### src/rtl/tsig_pkg.sv
package tsig_pkg;

    typedef enum logic {
        TX_QUIET = 1'b0,
        TX_EMIT  = 1'b1
    } tx_state_e;

    typedef enum logic {
        RX_HOLD = 1'b0,
        RX_SHOW = 1'b1
    } rx_state_e;

endpackage

### src/rtl/tsig_encoder.sv
module tsig_encoder
    import tsig_pkg::*;
#(
    parameter int WIDTH = 16
) (
    input  logic             clk,
    input  logic             rst,
    input  logic             in_valid,
    input  logic [WIDTH-1:0] in_data,
    output logic [WIDTH-1:0] bus_pulse,
    output logic             bus_valid
);

    tx_state_e        state_q, state_d;
    logic [WIDTH-1:0] history_q;
    logic [WIDTH-1:0] pulse_q;
    logic [WIDTH-1:0] change_mask;

    // state register
    always_ff @(posedge clk) begin
        if (rst) state_q <= TX_QUIET;
        else     state_q <= state_d;
    end

    // next state
    always_comb begin
        state_d = state_q;
        unique case (state_q)
            TX_QUIET: if (in_valid)  state_d = TX_EMIT;
            TX_EMIT:  if (!in_valid) state_d = TX_QUIET;
            default:  state_d = TX_QUIET;
        endcase
    end

    // one XOR per wire: bit changed since last accepted word
    for (genvar b = 0; b < WIDTH; b++) begin : g_diff
        assign change_mask[b] = in_data[b] ^ history_q[b];
    end

    // history and pulse registers
    always_ff @(posedge clk) begin
        if (rst) begin
            history_q <= '0;
            pulse_q   <= '0;
        end else if (in_valid) begin
            history_q <= in_data;
            pulse_q   <= change_mask;
        end else begin
            pulse_q   <= '0;
        end
    end

    // outputs
    always_comb begin
        bus_pulse = pulse_q;
        bus_valid = (state_q == TX_EMIT);
    end

    // idle input cycle leaves the wires low next cycle
    a_r3_quiet_after_idle: assert property (@(posedge clk) disable iff (rst)
        !in_valid |=> (bus_pulse == '0 && !bus_valid));

    // a pulse only ever appears with bus_valid
    a_r2_pulse_needs_valid: assert property (@(posedge clk) disable iff (rst)
        (bus_pulse != '0) |-> bus_valid);

    // history untouched by invalid input
    a_r4_history_hold: assert property (@(posedge clk) disable iff (rst)
        !in_valid |=> $stable(history_q));

endmodule

### src/rtl/tsig_decoder.sv
module tsig_decoder
    import tsig_pkg::*;
#(
    parameter int WIDTH = 16
) (
    input  logic             clk,
    input  logic             rst,
    input  logic [WIDTH-1:0] bus_pulse,
    input  logic             bus_valid,
    output logic [WIDTH-1:0] out_data,
    output logic             out_valid
);

    rx_state_e        state_q, state_d;
    logic [WIDTH-1:0] level_q;

    always_ff @(posedge clk) begin
        if (rst) state_q <= RX_HOLD;
        else     state_q <= state_d;
    end

    always_comb begin
        state_d = state_q;
        unique case (state_q)
            RX_HOLD: if (bus_valid)  state_d = RX_SHOW;
            RX_SHOW: if (!bus_valid) state_d = RX_HOLD;
            default: state_d = RX_HOLD;
        endcase
    end

    // one toggle register per wire
    for (genvar b = 0; b < WIDTH; b++) begin : g_toggle
        always_ff @(posedge clk) begin
            if (rst)                           level_q[b] <= 1'b0;
            else if (bus_valid && bus_pulse[b]) level_q[b] <= ~level_q[b];
        end
    end

    always_comb begin
        out_data  = level_q;
        out_valid = (state_q == RX_SHOW);
    end

    // receive valid trails bus valid by one cycle
    a_r6_valid_rise: assert property (@(posedge clk) disable iff (rst)
        bus_valid |=> out_valid);
    a_r6_valid_fall: assert property (@(posedge clk) disable iff (rst)
        !bus_valid |=> !out_valid);

    // rebuilt word holds after an invalid bus cycle
    a_r7_hold_data: assert property (@(posedge clk) disable iff (rst)
        !bus_valid |=> $stable(out_data));

endmodule

### src/rtl/tsig_activity_counter.sv
module tsig_activity_counter #(
    parameter int WIDTH    = 16,
    parameter int CNT_W    = 32,
    parameter bit COUNT_EN = 1'b1
) (
    input  logic             clk,
    input  logic             rst,
    input  logic [WIDTH-1:0] bus_pulse,
    output logic [CNT_W-1:0] pulse_count
);

    localparam int PC_W = $clog2(WIDTH + 1);

    if (COUNT_EN) begin : g_count
        logic [CNT_W-1:0] total_q;
        logic [PC_W-1:0]  ones;

        always_comb begin
            ones = '0;
            for (int b = 0; b < WIDTH; b++) ones = ones + PC_W'(bus_pulse[b]);
        end

        always_ff @(posedge clk) begin
            if (rst) total_q <= '0;
            else     total_q <= total_q + CNT_W'(ones);
        end

        assign pulse_count = total_q;

        // no pulses, no count change
        a_r8_idle_count: assert property (@(posedge clk) disable iff (rst)
            (bus_pulse == '0) |=> $stable(pulse_count));
    end else begin : g_nocount
        assign pulse_count = '0;
    end

endmodule

### src/rtl/tsig_bus_codec.sv
module tsig_bus_codec #(
    parameter int WIDTH    = 16,
    parameter int CNT_W    = 32,
    parameter bit COUNT_EN = 1'b1
) (
    input  logic             clk,
    input  logic             rst,
    input  logic             in_valid,
    input  logic [WIDTH-1:0] in_data,
    output logic [WIDTH-1:0] bus_pulse,
    output logic             bus_valid,
    output logic [WIDTH-1:0] out_data,
    output logic             out_valid,
    output logic [CNT_W-1:0] pulse_count
);

    tsig_encoder #(.WIDTH(WIDTH)) u_tx (
        .clk       (clk),
        .rst       (rst),
        .in_valid  (in_valid),
        .in_data   (in_data),
        .bus_pulse (bus_pulse),
        .bus_valid (bus_valid)
    );

    tsig_decoder #(.WIDTH(WIDTH)) u_rx (
        .clk       (clk),
        .rst       (rst),
        .bus_pulse (bus_pulse),
        .bus_valid (bus_valid),
        .out_data  (out_data),
        .out_valid (out_valid)
    );

    tsig_activity_counter #(
        .WIDTH    (WIDTH),
        .CNT_W    (CNT_W),
        .COUNT_EN (COUNT_EN)
    ) u_cnt (
        .clk         (clk),
        .rst         (rst),
        .bus_pulse   (bus_pulse),
        .pulse_count (pulse_count)
    );

    // the cycle after reset everything is at its zero state
    a_r1_reset_zero: assert property (@(posedge clk)
        rst |=> (bus_pulse == '0 && !bus_valid && out_data == '0 && !out_valid));

endmodule

### config.mk
export PLATFORM = sky130hd
export DESIGN_NAME = tsig_bus_codec
export DESIGN_NICKNAME = d
export VERILOG_FILES = /design/src/rtl/tsig_pkg.sv /design/src/rtl/tsig_encoder.sv /design/src/rtl/tsig_decoder.sv /design/src/rtl/tsig_activity_counter.sv /design/src/rtl/tsig_bus_codec.sv
export SDC_FILE = /design/constraint.sdc
export NUM_CORES = 1
export LEC_CHECK = 0
export BUFFER_PORTS_ARGS = -buffer_cell sky130_fd_sc_hd__clkbuf_2
export CORE_MARGIN = 2
export CORE_UTILIZATION = 40
export DETAILED_ROUTE_END_ITERATION = 8
export HOLD_SLACK_MARGIN = 0.1
export SYNTH_ARGS = -nofsm -noshare
export SYNTH_HDL_FRONTEND = slang
export SYNTH_HIERARCHICAL = 1
export SYNTH_SLANG_ARGS = --single-unit
### constraint.sdc
create_clock -name clk -period 13.1 [get_ports clk]
set_clock_uncertainty 0.15 [all_clocks]
set_input_delay 1.965 -clock clk [delete_from_list [all_inputs] [get_ports clk]]
set_output_delay 1.965 -clock clk [all_outputs]
set_load 0.01 [all_outputs]
==> qor.yml <==
sta:
  hold_viol: 0
  timing_max_transition_violations_final: 0
  setup_viol: 0
  min_period_ps: 4960
  unrepaired_setup_endpoints_after_global_routing: "false"
  finalCritPeriodShare: 0.379
  tightest_slew_ps: 898
  slew_headroom: 0.402
  max_freq_ghz: 0.202
  setup_tns_ps: 0
detailed_routing:
  number_of_vias_per_cell: 5.05
  drt.antenna.violating_nets: 0
  drt_wl_total_mm: 8.90
  initialDrtViolationCount: 155
  drt-pass1-iter-count: 4
  vias: 3167
  route.detailed.wl_per_inst_um: 14.2
  remaining_drc_errors: 0
cts:
  cts_sinks: 82
  clock_tree_from_tritoncts: "yes"
  root_buf_cell: "sky130_fd_sc_hd__clkbuf_8"
  cts_setup_buffers: 0
  clk_path_buf_depth: 2
  numCtsBuffers: 9
  cts-htree-levels: 3
  clock_transition_time_at_the_flip_flop_clock_pins_of_the_worst_setup_and_hold_paths_ps: 90
  insertion_delay_ps: 360
  cts_hold_buffers: 0
  post_cts_resize_count: 0
yosys:
  synth_top_area_share: 0.400
  post_synth_most_frequent_cells: "sky130_fd_sc_hd__dfxtp_1 (82), sky130_fd_sc_hd__nor2_1 (52), sky130_fd_sc_hd__inv_1 (28)"
  postSynthAreaPerCell_um2: 9.88
  library_cell_with_the_largest_summed_area_after_synthesis: "sky130_fd_sc_hd__dfxtp_1"
  postSynth.topFlopCell: "sky130_fd_sc_hd__dfxtp_1"
  synth_seq_area_share: 0.400
  syn_nets: 454
  ys_types: 44
  synth.top_cells.by_area: "sky130_fd_sc_hd__dfxtp_1 (40%), sky130_fd_sc_hd__fa_1 (5.9%), sky130_fd_sc_hd__nor2_1 (4.8%)"
  post_synthesis_instance_total: 415
  synthesis.yosys.warnings: 6
  yosys.cell_count.top_type: "sky130_fd_sc_hd__dfxtp_1"
  synth_area_um2: 4100
  synth_edf_count: 0
  synth-seq-cells: 82
  synth_async_sr_flop_share: 0
global_route:
  grt_max_degree: 80
  grt_first_pass_wirelength_mm: 14.6
  grt_antenna_before_repair: 0
  global_route.overflow_total: 0
  first_global_vias: 2890
  track_usage: 0.164
place:
  placed_cells_incl_taps: 611
  routabilityCongestion: 0.808
  placement.io_buffers: 84
  place_area_um2: 4510
  dpl.hpwl_mm: 6.29
floorplanning:
  initial_core_util: 0.416
  chipWidth_um: 105
  num_io_pins: 85
  core_area_um2: 9860
  fp.dieArea_um2: 11100
  die_height_um: 105
  placement_rows: 36
power_and_ir_drop:
  worst_ir_drop_vdd_mv: 0.0595
  finalPower_mw: 0.579
  sw_frac_of_total: 0.298
  seq_power_share: 0.469
  cellInternalPower_mw: 0.407
  switching_power_mw: 0.172
  share_clk_of_total_power: 0.327
  power.static_leakage_nw: 1.99
  cellPowerDensity_nw_per_um2: 123
  share_comb_of_total_power: 0.204
critical_path:
  worst-r2r-cell-count: 12
  crit_type: "reg2reg"
  crit_start: "u_tx/bus_pulse[5]$_SDFF_PP0_"
  cp.required_ps: 13200
  worst_setup_path_start_kind: "flop"
  cp_data_arrival_time_ps: 5060
  critical_path.reg2reg.startpoint: "u_tx/bus_pulse[5]$_SDFF_PP0_"
  timing.critical_path.fanout_max: 18
  critical_path.endpoint_type: "flop"
final_layout:
  final_cells: 627
  register_area_um2: 1640
  finish.instance_area_um2: 4720
  filler_cell_count: 938
  layout-drive-gt1-share: 0.275
  multiInputGateArea_um2: 2170
  final_nets: 528
  diodes: 0
  areaGrowthSynthToFinish_pct: 15.0
flow_run:
  cap_viol_max_count: 0
worst_hold_path:
  hold_path.startpoint: "u_cnt/pulse_count[14]$_SDFF_PP0_"
  min_path_type: "reg2reg"
  timing.hold.worst_path_depth: 2
outcome:
  status: "completed"
[cells in the final DEF (no fill, tap or decap), types with 4 or more instances in the layout]
cell | netlist | routed
sky130_fd_sc_hd__nor2b_1 | 14 | 14
sky130_fd_sc_hd__o31ai_1 | 10 | 10
sky130_fd_sc_hd__o21ai_0 | 4 | 4
sky130_fd_sc_hd__a21oi_1 | 18 | 18
sky130_fd_sc_hd__nand2_1 | 9 | 9
sky130_fd_sc_hd__clkbuf_2 | 0 | 84
sky130_fd_sc_hd__dfxtp_1 | 82 | 82
sky130_fd_sc_hd__nand4_1 | 5 | 5
sky130_fd_sc_hd__clkbuf_8 | 0 | 10
sky130_fd_sc_hd__inv_1 | 28 | 28
sky130_fd_sc_hd__a21bo_1 | 13 | 13
sky130_fd_sc_hd__xnor2_1 | 17 | 17
sky130_fd_sc_hd__mux2i_1 | 16 | 16
sky130_fd_sc_hd__nand3b_1 | 16 | 16
sky130_fd_sc_hd__nand3_1 | 8 | 8
sky130_fd_sc_hd__ha_1 | 8 | 8
sky130_fd_sc_hd__mux2_2 | 11 | 11
sky130_fd_sc_hd__fa_1 | 12 | 12
sky130_fd_sc_hd__a21oi_2 | 13 | 13
sky130_fd_sc_hd__nor3_1 | 5 | 5
sky130_fd_sc_hd__or4_1 | 10 | 10
sky130_fd_sc_hd__and4_1 | 5 | 5
sky130_fd_sc_hd__nor2_1 | 52 | 52
sky130_fd_sc_hd__nor4_1 | 7 | 7
[logic make-up after synthesis]
| kind of cell | Yosys count | share of synthesized area |
|---|---|---|
| AO/OA/AOI/OAI | 71 | 0.131 |
| XOR/XNOR | 19 | 0.0406 |
| adder cells (fa/ha/maj) | 20 | 0.0830 |
| buffers and inverters | 51 | 0.0714 |
| flip-flops | 82 | 0.400 |
| multiplexers | 29 | 0.0748 |
| AND/OR/NAND/NOR | 143 | 0.199 |
[worst paths after layout]
kind                                                         end  slack, ps
worst min register to register  u_cnt/pulse_count[14]$_SDFF_PP0_        350
worst max-delay path            u_cnt/pulse_count[28]$_SDFF_PP0_       8140
worst min-delay path            u_cnt/pulse_count[14]$_SDFF_PP0_        350
worst max register to register  u_cnt/pulse_count[28]$_SDFF_PP0_       8140
[through the flow]
stage	hold WS, ps	setup slack [ps]	util
6_report	346	8140	0.478
5_1_grt	389	7870	0.478
4_1_cts	347	8130	0.478
3_5_place_dp	337	8150	0.458
3_3_place_gp	325	8250	0.458
2_1_floorplan	332	8530	-
[power groups by stage]
stage	clock network [mW]	logic [mW]	registers, mW
2_1_floorplan	0	0.0866	0.279
3_3_place_gp	0	0.115	0.277
3_5_place_dp	0	0.119	0.277
4_1_cts	0.195	0.120	0.272
5_1_grt	0.206	0.136	0.273
6_report	0.189	0.118	0.272
[cell type report]
type	instances	share of cell area
inverters	28	0.0223
multi-input cells	282	0.459
well taps	133	0.0353
repair buffers	86	0.0923
clock inverters	6	0.0135
flip-flops and latches	82	0.348
clock buffers	10	0.0292
[state kept, by name, indices dropped and copies added (netlist names)]
signal	cells
u_cnt/pulse_count	32
u_rx/out_data	16
u_tx/bus_pulse	16
u_tx/history_q	16
u_rx/out_valid	1
u_tx/bus_valid	1
[routing by layer]
metal / vias to the layer above / routed length, um / global-route usage
li1: 1581 / - / -
met1: 1504 / 4240 / 0.221
met2: 73 / 4040 / 0.244
met3: 9 / 521 / 0.0526
met4: 0 / 102 / 0.0638
met5: - / 0 / 0
[worst max-delay path: stages (launching register included)]
cell                      delay (ps)
sky130_fd_sc_hd__dfxtp_1         390
sky130_fd_sc_hd__inv_1            80
sky130_fd_sc_hd__fa_1            560
sky130_fd_sc_hd__fa_1            440
sky130_fd_sc_hd__fa_1            500
sky130_fd_sc_hd__fa_1            490
sky130_fd_sc_hd__inv_1            50
sky130_fd_sc_hd__fa_1            420
sky130_fd_sc_hd__fa_1            420
sky130_fd_sc_hd__a21o_1          200
sky130_fd_sc_hd__a22oi_2         680
sky130_fd_sc_hd__nor4b_2         130
sky130_fd_sc_hd__mux2_1          330
No activity file was read; power rests on OpenSTA's default activity.
